--- config.mk ---
export PLATFORM = sky130hd
export DESIGN_NAME = fsup_ctrl
export DESIGN_NICKNAME = d
export VERILOG_FILES = /design/src/rtl/fsup_pkg.sv /design/src/rtl/fsup_event_decode.sv /design/src/rtl/fsup_state_reg.sv /design/src/rtl/fsup_mask_gate.sv /design/src/rtl/fsup_ctrl.sv
export SDC_FILE = /design/constraint.sdc
export NUM_CORES = 1
export LEC_CHECK = 0
export BUFFER_PORTS_ARGS = -buffer_cell sky130_fd_sc_hd__buf_2
export CAP_MARGIN = 0
export CORE_AREA = 8 8 45 47
export DETAILED_ROUTE_END_ITERATION = 8
export DIE_AREA = 0 0 53 55
export MAX_ROUTING_LAYER = met4
export PLACE_DENSITY = 0.5
export SETUP_SLACK_MARGIN = 0.05
export SYNTH_ARGS = -nofsm -noshare
export SYNTH_HDL_FRONTEND = slang
export SYNTH_SLANG_ARGS = --single-unit
--- constraint.sdc ---
create_clock -name clk -period 1.8 [get_ports clk]
set_clock_uncertainty 0.15 [all_clocks]
set_input_delay 0 -clock clk [delete_from_list [all_inputs] [get_ports clk]]
set_output_delay 0 -clock clk [all_outputs]
set_load 0.005 [all_outputs]
--- src/rtl/fsup_pkg.sv ---
package fsup_pkg;
  localparam int unsigned NCLS   = 4;
  localparam int unsigned B_IDBG = 0;
  localparam int unsigned B_IACC = 1;
  localparam int unsigned B_DACC = 2;
  localparam int unsigned B_DDBG = 3;

  typedef logic [NCLS-1:0] cls_vec_t;

  // bits released by a fault-free instruction
  function automatic cls_vec_t insn_clear();
    cls_vec_t v;
    v = '1;
    return v;
  endfunction

  // bits released by a fault-free register-stack reference
  function automatic cls_vec_t rse_clear();
    cls_vec_t v;
    v = '0;
    v[B_DACC] = 1'b1;
    v[B_DDBG] = 1'b1;
    return v;
  endfunction

  // bits that only apply to native instructions
  function automatic cls_vec_t native_only();
    cls_vec_t v;
    v = '0;
    v[B_IACC] = 1'b1;
    v[B_DACC] = 1'b1;
    v[B_DDBG] = 1'b1;
    return v;
  endfunction
endpackage

--- src/rtl/fsup_event_decode.sv ---
module fsup_event_decode
  import fsup_pkg::*;
#(
  parameter bit LEGACY_EN = 1'b1
) (
  input  logic     insn_done,
  input  logic     rse_done,
  input  logic     evt_fault,
  input  logic     legacy_mode,
  input  logic     to_legacy,
  input  logic     rfi_load,
  input  cls_vec_t rfi_bits,
  output cls_vec_t clr_vec,
  output logic     load_en,
  output cls_vec_t load_val
);
  logic insn_ok;
  logic rse_ok;
  logic leg_entry;
  logic leg_now;

  assign insn_ok = insn_done & ~evt_fault;
  assign rse_ok  = rse_done & ~evt_fault;

  generate
    if (LEGACY_EN) begin : g_leg
      assign leg_entry = to_legacy;
      assign leg_now   = legacy_mode;
    end else begin : g_noleg
      assign leg_entry = 1'b0;
      assign leg_now   = 1'b0;
    end
  endgenerate

  always_comb begin
    clr_vec = '0;
    if (insn_ok)   clr_vec = clr_vec | insn_clear();
    if (rse_ok)    clr_vec = clr_vec | rse_clear();
    if (leg_entry) clr_vec = clr_vec | native_only();
  end

  assign load_en  = rfi_load;
  assign load_val = leg_now ? (rfi_bits & ~native_only()) : rfi_bits;
endmodule

--- src/rtl/fsup_state_reg.sv ---
module fsup_state_reg
  import fsup_pkg::*;
(
  input  logic     clk,
  input  logic     rst_n,
  input  logic     load_en,
  input  cls_vec_t load_val,
  input  cls_vec_t clr_vec,
  output cls_vec_t bits_q
);
  always_ff @(posedge clk) begin
    if (!rst_n)       bits_q <= '0;
    else if (load_en) bits_q <= load_val;
    else              bits_q <= bits_q & ~clr_vec;
  end
endmodule

--- src/rtl/fsup_mask_gate.sv ---
module fsup_mask_gate
  import fsup_pkg::*;
#(
  parameter bit LEGACY_EN = 1'b1
) (
  input  logic     clk,
  input  logic     rst_n,
  input  cls_vec_t bits_i,
  input  cls_vec_t chk_i,
  input  logic     legacy_i,
  output cls_vec_t mask_o
);
  localparam cls_vec_t NATIVE = native_only();

  generate
    for (genvar k = 0; k < NCLS; k++) begin : g_cls
      if (LEGACY_EN && NATIVE[k]) begin : g_nat
        assign mask_o[k] = bits_i[k] & chk_i[k] & ~legacy_i;
      end else begin : g_any
        assign mask_o[k] = bits_i[k] & chk_i[k];
      end
    end
  endgenerate

  AST_MASK_INSIDE_CHK: assert property (@(posedge clk) disable iff (!rst_n)
    (mask_o & ~chk_i) == '0);
  AST_MASK_INSIDE_BITS: assert property (@(posedge clk) disable iff (!rst_n)
    (mask_o & ~bits_i) == '0);
  if (LEGACY_EN) begin : g_leg_ast
    AST_MASK_LEGACY: assert property (@(posedge clk) disable iff (!rst_n)
      legacy_i |-> (mask_o & NATIVE) == '0);
  end
endmodule

--- src/rtl/fsup_ctrl.sv ---
module fsup_ctrl
  import fsup_pkg::*;
#(
  parameter bit LEGACY_EN = 1'b1
) (
  input  logic       clk,
  input  logic       rst_n,
  input  logic       insn_done,
  input  logic       rse_done,
  input  logic       evt_fault,
  input  logic       legacy_mode,
  input  logic       to_legacy,
  input  logic       rfi_load,
  input  logic [3:0] rfi_bits,
  input  logic [3:0] chk_class,
  output logic [3:0] sup_bits,
  output logic [3:0] sup_mask
);
  cls_vec_t clr_vec;
  cls_vec_t load_val;
  logic     load_en;
  cls_vec_t bits_q;

  fsup_event_decode #(.LEGACY_EN(LEGACY_EN)) u_dec (
    .insn_done(insn_done), .rse_done(rse_done), .evt_fault(evt_fault),
    .legacy_mode(legacy_mode), .to_legacy(to_legacy), .rfi_load(rfi_load),
    .rfi_bits(rfi_bits), .clr_vec(clr_vec), .load_en(load_en),
    .load_val(load_val));

  fsup_state_reg u_st (
    .clk(clk), .rst_n(rst_n), .load_en(load_en), .load_val(load_val),
    .clr_vec(clr_vec), .bits_q(bits_q));

  fsup_mask_gate #(.LEGACY_EN(LEGACY_EN)) u_msk (
    .clk(clk), .rst_n(rst_n), .bits_i(bits_q), .chk_i(chk_class),
    .legacy_i(legacy_mode), .mask_o(sup_mask));

  assign sup_bits = bits_q;

  AST_RESET_CLEAN: assert property (@(posedge clk) disable iff (!rst_n)
    $rose(rst_n) |-> sup_bits == '0);
  AST_RFI_WINS: assert property (@(posedge clk) disable iff (!rst_n)
    rfi_load |=> sup_bits[B_IDBG] == $past(rfi_bits[B_IDBG]));
  AST_INSN_CLEAR: assert property (@(posedge clk) disable iff (!rst_n)
    insn_done && !evt_fault && !rfi_load |=> sup_bits == '0);
  AST_RSE_CLEAR: assert property (@(posedge clk) disable iff (!rst_n)
    rse_done && !evt_fault && !insn_done && !rfi_load && !to_legacy
    |=> sup_bits[3:2] == 2'b00 && sup_bits[1:0] == $past(sup_bits[1:0]));
  AST_FAULT_HOLD: assert property (@(posedge clk) disable iff (!rst_n)
    evt_fault && !rfi_load && !to_legacy |=> $stable(sup_bits));
  AST_IDLE_HOLD: assert property (@(posedge clk) disable iff (!rst_n)
    !insn_done && !rse_done && !rfi_load && !to_legacy |=> $stable(sup_bits));

  generate
    if (LEGACY_EN) begin : g_leg_ast
      AST_RFI_LOAD: assert property (@(posedge clk) disable iff (!rst_n)
        rfi_load && !legacy_mode |=> sup_bits == $past(rfi_bits));
      AST_LEGACY_STRIP: assert property (@(posedge clk) disable iff (!rst_n)
        rfi_load && legacy_mode |=> sup_bits[3:1] == 3'b000);
      AST_ENTRY_CLEAR: assert property (@(posedge clk) disable iff (!rst_n)
        to_legacy && !rfi_load |=> sup_bits[3:1] == 3'b000);
    end else begin : g_noleg_ast
      AST_RFI_LOAD: assert property (@(posedge clk) disable iff (!rst_n)
        rfi_load |=> sup_bits == $past(rfi_bits));
    end
  endgenerate
endmodule

### After elaboration in Yosys (flattened, before gate mapping)

Index checks and enable logic that the tools add are counted.

| word-level totals | value |
|---|---|
| register bits after elaboration | 4 |
| latch bits | 0 |
| RAM bits | 0 |
| ROM bits | 0 |
| bits of input ports | 16 |
| output and inout bits | 8 |
| memories kept | 0 |

| cells by class | value |
|---|---|
| $add $sub $neg | 0 |
| multiply operators | 0 |
| divide/modulo/power cells | 0 |
| magnitude comparators | 0 |
| eq/ne operators | 0 |
| shift-type cells | 0 |
| mux-type cells | 5 |
| bitwise gates (word level) | 13 |
| reductions and logical operators | 0 |

Operators with widths:

| operator | count |
|---|---|
| 4-bit 2-to-1 mux | 5 |
| 1-bit AND | 9 |
| 4-bit AND | 1 |
| 4-bit inverter | 1 |
| 1-bit inverter | 2 |

### Longest topological paths before layout

Gate-level depths: netlist of the first run.

| logic depth | value |
|---|---|
| depth after elaboration | 8 |
| depth in mapped cells | 3 |
| gate-level depth less buffers | 3 |

### Modules after synthesis

A second synthesis of the first run with hierarchy kept.

| second synthesis, totals | value |
|---|---|
| cell total of the unflattened synthesis | 27 |
| area total of the unflattened synthesis | 275.3 µm² |

By module, submodules not included:

| module | instances | cells an instance | area each (µm²) | seq. area each (µm²) |
|---|---|---|---|---|
| fsup_state_reg | 1 | 12 | 162.7 | 80.1 |
| fsup_event_decode | 1 | 11 | 80.1 | 0.0 |
| fsup_mask_gate | 1 | 4 | 32.5 | 0.0 |

### Worst setup path before layout of the first run

No wires, ideal clock.

| path | value |
|---|---|
| kind | register -> register |
| start | register u_st.bits_q[1] |
| end | register u_st.bits_q[1] |
| setup time | 76 ps |
| arrival time | 565 ps |
| required time | 1574 ps |
| slack | 1010 ps |
| cell stages (with the launch flop) | 3 |
| buffers on the path | 0 |
| period minus slack after synthesis | 790 ps |
| cells stage by stage | dfxtp_1 -> nand4bb_1 -> a21boi_0 |

| on the way | value |
|---|---|
| cells in the longest elaborated chain, start to end | 2 |

RTL lines:

| what | line | RTL |
|---|---|---|
| from (decl) | fsup_state_reg.sv:9 | `output cls_vec_t bits_q` |
| from (signal assigned) | fsup_state_reg.sv:13 | `else if (load_en) bits_q <= load_val;` |
| from (signal assigned) | fsup_state_reg.sv:14 | `else bits_q <= bits_q & ~clr_vec;` |
| 4-bit AND | fsup_state_reg.sv:14 |  |
| 4-bit 2-to-1 mux | fsup_state_reg.sv:13 |  |

No other way between the ends.
A chain may end at the register's enable or synchronous reset.

### Final worst setup path of the first run

| path | value |
|---|---|
| start | input rfi_load |
| end | register u_st.bits_q[0] |

| on the way | value |
|---|---|
| cells in the longest elaborated chain, start to end | 1 |

RTL lines:

| what | line | RTL |
|---|---|---|
| from (decl) | fsup_ctrl.sv:13 | `input logic rfi_load,` |
| 4-bit 2-to-1 mux | fsup_state_reg.sv:13 |  |

No other way between the ends.

==> run_results.csv, run 1 <==
group,metric,value,unit
outcome,status,"completed",
place,placedInstanceArea,342,µm²
floorplanning,ios,24,
global_routing,grt_usage,7.14,%
synth,ys_seq_area_share,38.8,%
route,wl,879,µm
setup_path,critPathCaptureType,"register",
sta,relSlewSlack,90.9,%
sta,rsz0062_at_grt,"false",
sta,setup_viol,0,
setup_path,cp-startpoint,"rfi_load",
power,p_total,0.262,mW
synth,yosysTopAreaCell,"dfxtp_1",
power,vdd_drop_max,0.214,mV
setup_path,cp_slowest_cell,"dlygate4sd3_1",
route,via_per_inst,4.03,
finish,largest_reg_flops,4,
power,leakage,0.235,nW
finish,regMostFlops,"u_st.bits_q",
floorplanning,die-area,0.00292,mm²
finish,areaGrowthSynthToFinish,130,%
finish,finalInstanceArea,474,µm²
finish,top_regs,"u_st.bits_q: 4 flops",
floorplanning,die_h,55,µm
finish,drive_gt1_share,43.3,%
sta,fin_tns_setup,0,ns
setup_path,rrSetupSlack,0.45,ns
clock_network,ctsHtreeMaxLevel,1,
setup_path,path_class,"in2reg",
run,cap_violations,0,
clock_network,clkLatencyLatePin,0.23,ns
floorplanning,die_x,53,µm
synth,syn_inst,23,
setup_path,reg2reg_depth,3,
setup_path,critPathLaunchType,"input port",
sta,worst_pin_slew,0.135,ns
setup_path,r2r-start,"u_st.bits_q[1]",
setup_path,path_buf_inv,3,
setup_path,required,1.81,ns
clock_network,cts-root-buf,"clkbuf_4",
synth,synth_area,206,µm²
sta,maxSlewViolCount,0,
route,drt-wirelength-per-cell,11.6,µm
global_routing,grt.overflow.total,0,
sta,hold_viol_final,0,
synth,syn_area_per_cell,8.98,µm²
clock_network,postCtsHoldBufs,11,
sta,fmax,652,MHz
global_routing,grt_max_degree,7,
synth,yosysWarningCount,0,
clock_network,clk_path_buf_depth,2,
setup_path,path_cells,"dlygate4sd3_1, buf_2, nand3b_1, dlygate4sd3_1, a21boi_0",
min_path,min_from,"legacy_mode",
finish,nNetsFinal,78,
setup_path,path_max_fanout,6,
route,drt_first_pass_iters,4,
floorplanning,rows,14,
place,io_buffers,23,
global_routing,grt_pass1_wl,1420,µm
clock_network,clkTransAtPathRegs,0.04,ns
min_path,whs_path_depth,3,
global_routing,antenna_found_initial,0,
min_path,hold_class,"in2reg",
finish,final_util,34.3,%
global_routing,grt_pass1_vias,346,
setup_path,worst_r2r_endpoint,"u_st.bits_q[1]",
setup_path,cp_top_family,"buffers and inverters",
clock_network,cts.sinks,4,
synth,synth.net_count,39,
floorplanning,core,0.00138,mm²
synth,netlist_top_cells_area,"dfxtp_1 (39%), a22o_1 (8.5%), a21boi_0 (7.3%), nand2_1 (7.3%), nand3b_1 (7.3%)",
power,power.density,553,mW/mm²
route,dr.first_iter.drc_count,7,
clock_network,ctsResizeCount,0,
clock_network,cts_setup_buffers,0,
setup_path,crit_arrival,1.54,ns
sta,fin_crit,1.53,ns
route,drtAntennaViolNets,0,
setup_path,crit_top_cell,"dlygate4sd3_1",
setup_path,critPathMaxStageDelay,0.55,ns
min_path,min_to,"u_st.bits_q[3]",
route,drc,0,
clock_network,cts_buffers,3,
clock_network,cts_tree,"built",
floorplanning,initial_core_util,14.9,%
synth,synthDistinctLibCells,12,
synth,synth_top_area_share,38.8,%
place,gp_congestion,0.574,
sta,fin_crit_sh,85.2,%
sta,hold_slack,0.0706,ns
synth,ys_ff_latch,4,
route,num_vias,306,
finish,antennaDiodeCount,0,
## cells by family after synthesis
family	Yosys count	synth area share (%)
AO/OA/AOI/OAI	5	19.4
flip-flops	4	38.8
AND/OR/NAND/NOR	14	41.8
## metrics by stage
stage	setup WS (ns)	instances
detailed placement	0.912	62
finish	0.267	76
CTS	0.269	76
global route	0.203	76
floorplan	1.01	23
global placement	0.923	62
## layer usage
metal  GRT usage (%)  share of wire (%)  vias to the layer above  wire (µm)
met2            9.96                 47                       20        416
met1            6.36                 38                      127        334
met5               -                  0                        -          0
li1                -                  -                      159          -
met4            7.33                  0                        0          0
met3            4.55                 15                        0        128
## Yosys cell counts
library cell	number
nor2_1	3
and3b_1	1
o21bai_1	1
a22o_1	2
nand4bb_1	1
nand2b_1	1
and4bb_1	1
dfxtp_1	4
nand2_1	4
and2_1	1
nand3b_1	2
a21boi_0	2
## area by class of cell
class	count	area (µm²)
tap	16	20.0
timing repair buffer	34	225
multi-input combinational	19	126
sequential	4	80.1
fill	150	910
clock buffer	3	22.5
## worst min-delay path: cells and delay by family
| kind | cells | cell delay [ns] |
|---|---|---|
| and+or+nand+nor | 1 | 0.15 |
| AOI/OAI and AO/OA | 1 | 0.15 |
| buffers and inverters | 1 | 0.13 |
## worst max-delay path by stage
stage	to	slack, ns	depth (start not counted)
finish	u_st.bits_q[0]	0.27	5
global route	u_st.bits_q[1]	0.20	5
CTS	u_st.bits_q[1]	0.27	5
detailed placement	u_st.bits_q[3]	0.91	4
global placement	u_st.bits_q[3]	0.92	4
floorplan	u_st.bits_q[1]	1.01	2
## cells in the final DEF, fill, tap and decap left out
| cell | instances |
|---|---|
| a21boi_0 | 2 |
| a22o_1 | 2 |
| and2_1 | 1 |
| and3b_1 | 1 |
| and4bb_1 | 1 |
| buf_2 | 23 |
| clkbuf_4 | 3 |
| dfxtp_1 | 4 |
| dlygate4sd3_1 | 11 |
| nand2_1 | 4 |
| nand2b_1 | 1 |
| nand3b_1 | 2 |
| nand4bb_1 | 1 |
| nor2_1 | 3 |
| o21bai_1 | 1 |
## power by group
part,internal [mW],switching [mW],total (mW)
clock network,0.0749,0.0409,0.116
logic,0.0353,0.0170,0.0523
registers,0.0923,0.00210,0.0944
Power figures use the tool's default switching activity.
==> run 2: changes to the inputs <==
- ABC_AREA: default -> 1
- CTS_BUF_LIST: default -> sky130_fd_sc_hd__clkbuf_4 sky130_fd_sc_hd__clkbuf_8
- PLACE_DENSITY: 0.5 -> 0.51
==> run_results.csv, run 2 <==
group,metric,value,unit
floorplanning,rows,14,
floorplanning,die_h,55,µm
place,dp_hpwl,666,µm
synth,netlist_top_cells_area,"dfxtp_1 (36%), a21oi_1 (13%), inv_1 (13%), nand2_1 (12%), nand3_1 (6.7%)",
synth,synth_xor_area_share,0,%
synth,ys_seq_area_share,36.0,%
sta,hold_viol_final,0,
clock_network,clk_path_buf_depth,2,
global_routing,grt_pass1_wl,1530,µm
setup_path,critPathLaunchType,"input port",
global_routing,grt_pass1_vias,376,
clock_network,clkTransAtPathRegs,0.04,ns
route,drtAntennaViolNets,0,
setup_path,critPathCaptureType,"register",
floorplanning,core,0.00138,mm²
global_routing,grt_usage,7.32,%
setup_path,path_cells,"dlygate4sd3_1, buf_2, inv_2, nand2_2, nor2_4, nand2_1, dlygate4sd3_1, a21oi_1",
sta,fin_tns_setup,0,ns
setup_path,required,1.81,ns
finish,final_util,38.7,%
finish,antennaDiodeCount,0,
floorplanning,die_x,53,µm
global_routing,antenna_found_initial,0,
sta,rsz0062_at_grt,"false",
synth,synth_adder_area_share,0,%
synth,synth_top_area_share,36.0,%
clock_network,cts-root-buf,"clkbuf_4",
sta,relSlewSlack,85.2,%
setup_path,critPathMaxStageDelay,0.55,ns
setup_path,path_max_fanout,4,
clock_network,clkLatencyLatePin,0.23,ns
sta,maxSlewViolCount,0,
synth,synthDistinctLibCells,10,
route,num_vias,373,
route,via_per_inst,3.97,
sta,worst_pin_slew,0.221,ns
clock_network,cts_buffers,3,
sta,fin_crit,1.63,ns
global_routing,grt_max_degree,5,
place,io_buffers,23,
route,drc,0,
synth,yosysWarningCount,0,
finish,areaGrowthSynthToFinish,140,%
setup_path,cp-startpoint,"rfi_load",
synth,synth_edf_count,0,
route,drt-wirelength-per-cell,9.95,µm
route,wl,935,µm
synth,synth.most_common_cell,"inv_1",
synth,synth_top_family_by_area,"simple AND/OR/NAND/NOR gates",
clock_network,ctsHtreeMaxLevel,1,
place,gp_congestion,0.700,
finish,drive_gt1_share,37.2,%
clock_network,cts_setup_buffers,0,
finish,largest_reg_flops,4,
min_path,hold_class,"in2out",
synth,ys.flop_type,"dfxtp_1",
outcome,status,"completed",
synth,synth_area,223,µm²
setup_path,crit_top_cell,"dlygate4sd3_1",
clock_network,cts_tree,"built",
finish,mostFrequentLayoutCells,"buf_2 (23), dlygate4sd3_1 (15), inv_1 (8)",
power,power.density,508,mW/mm²
synth,yosysTopAreaCell,"dfxtp_1",
setup_path,rrSetupSlack,0.37,ns
finish,top_regs,"u_st.bits_q: 4 flops",
finish,final_common_cell,"buf_2",
route,drt_first_pass_iters,3,
setup_path,reg2reg_depth,5,
synth,syn_inst,37,
setup_path,r2r-start,"u_st.bits_q[3]",
synth,synth_simple_gate_area_share,30.9,%
route,dr.first_iter.drc_count,4,
setup_path,crit_arrival,1.64,ns
sta,setup_viol,0,
synth,async_reset_ff_share,0,%
setup_path,path_class,"in2reg",
sta,fin_crit_sh,90.6,%
synth,netlist_top_cells_count,"inv_1 (8), nand2_1 (7), a21oi_1 (6)",
setup_path,crit_end,"u_st.bits_q[3]",
power,vdd_drop_max,0.244,mV
sta,fmax,613,MHz
floorplanning,initial_core_util,16.1,%
synth,synth.net_count,53,
finish,nNetsFinal,96,
setup_path,cp_slowest_cell,"dlygate4sd3_1",
run,cap_violations,0,
setup_path,worst_r2r_endpoint,"u_st.bits_q[3]",
synth,syn_area_per_cell,6.02,µm²
power,leakage,0.278,nW
floorplanning,ios,24,
floorplanning,die-area,0.00292,mm²
global_routing,grt.overflow.total,0,
synth,ys_ff_latch,4,
finish,regMostFlops,"u_st.bits_q",
synth,synth_compound_area_share,18.0,%
synth,synth.mux.area_fraction,0,%
clock_network,cts.sinks,4,
-- run 2: area by class of cell --
type | count | area [µm²]
clock buffers | 3 | 22.5
fillers | 153 | 848
repair buffers | 38 | 265
inverters | 9 | 33.8
well taps | 16 | 20.0
flip-flops and latches | 4 | 80.1
multi-input cells | 24 | 114
-- run 2: cell families (layout without fill, tap and decap cells) --
family	Yosys count	after routing
flip-flops	4	4
buffers and inverters	9	50
AND/OR/NAND/NOR	16	16
AO/OA/AOI/OAI	8	8
-- run 2: timing repair --
action / CTS / global route
hold buffers: 15 / 0
setup endpoints to repair: 0 / 1
gates resized for setup: 0 / 1
hold endpoints to repair: 4 / 0
-- run 2: metrics by stage --
| step | std cells | setup slack, ns | power (mW) | cell area [µm²] | hold slack (ns) |
|---|---|---|---|---|---|
| global placement | 76 | 0.929 | 0.137 | 358 | 0.0973 |
| floorplan | 37 | 0.950 | 0.111 | 223 | -0.119 |
| CTS | 94 | 0.184 | 0.280 | 531 | 0.104 |
| detailed placement | 76 | 0.924 | 0.137 | 358 | 0.104 |
| global route | 94 | 0.0596 | 0.291 | 536 | 0.115 |
| finish | 94 | 0.170 | 0.272 | 536 | 0.0974 |
-- run 2: metal layers --
metal | track usage, % | vias up | share of wire, %
li1 | - | 198 | -
met1 | 7.60 | 158 | 42
met2 | 11.1 | 17 | 47
met3 | 3.74 | 0 | 11
met4 | 3.88 | 0 | 0
met5 | - | - | 0
-- run 2: worst max-delay path: cells and delay by family --
kind                   cells  cell delay [ns]
AO/OA/AOI/OAI              1             0.12
AND/OR/NAND/NOR            3             0.23
buffers and inverters      4             1.29
-- run 2: power breakdown --
group	internal, mW	switching, mW	total [mW]
registers	0.0927	0.00223	0.0950
logic	0.0398	0.0246	0.0644
clock network	0.0747	0.0378	0.112
total	0.207	0.0646	0.272
-- run 2: how the worst min path moves through the flow --
stage	from	to	slack, ns	cells past startpoint
after global placement	chk_class[0]	sup_mask[0]	0.1	4
after global routing	chk_class[0]	sup_mask[0]	0.12	4
final	chk_class[0]	sup_mask[0]	0.1	4
after floorplan	legacy_mode	sup_mask[1]	-0.12	1
after CTS	chk_class[0]	sup_mask[0]	0.10	4
after detailed placement	chk_class[0]	sup_mask[0]	0.10	4
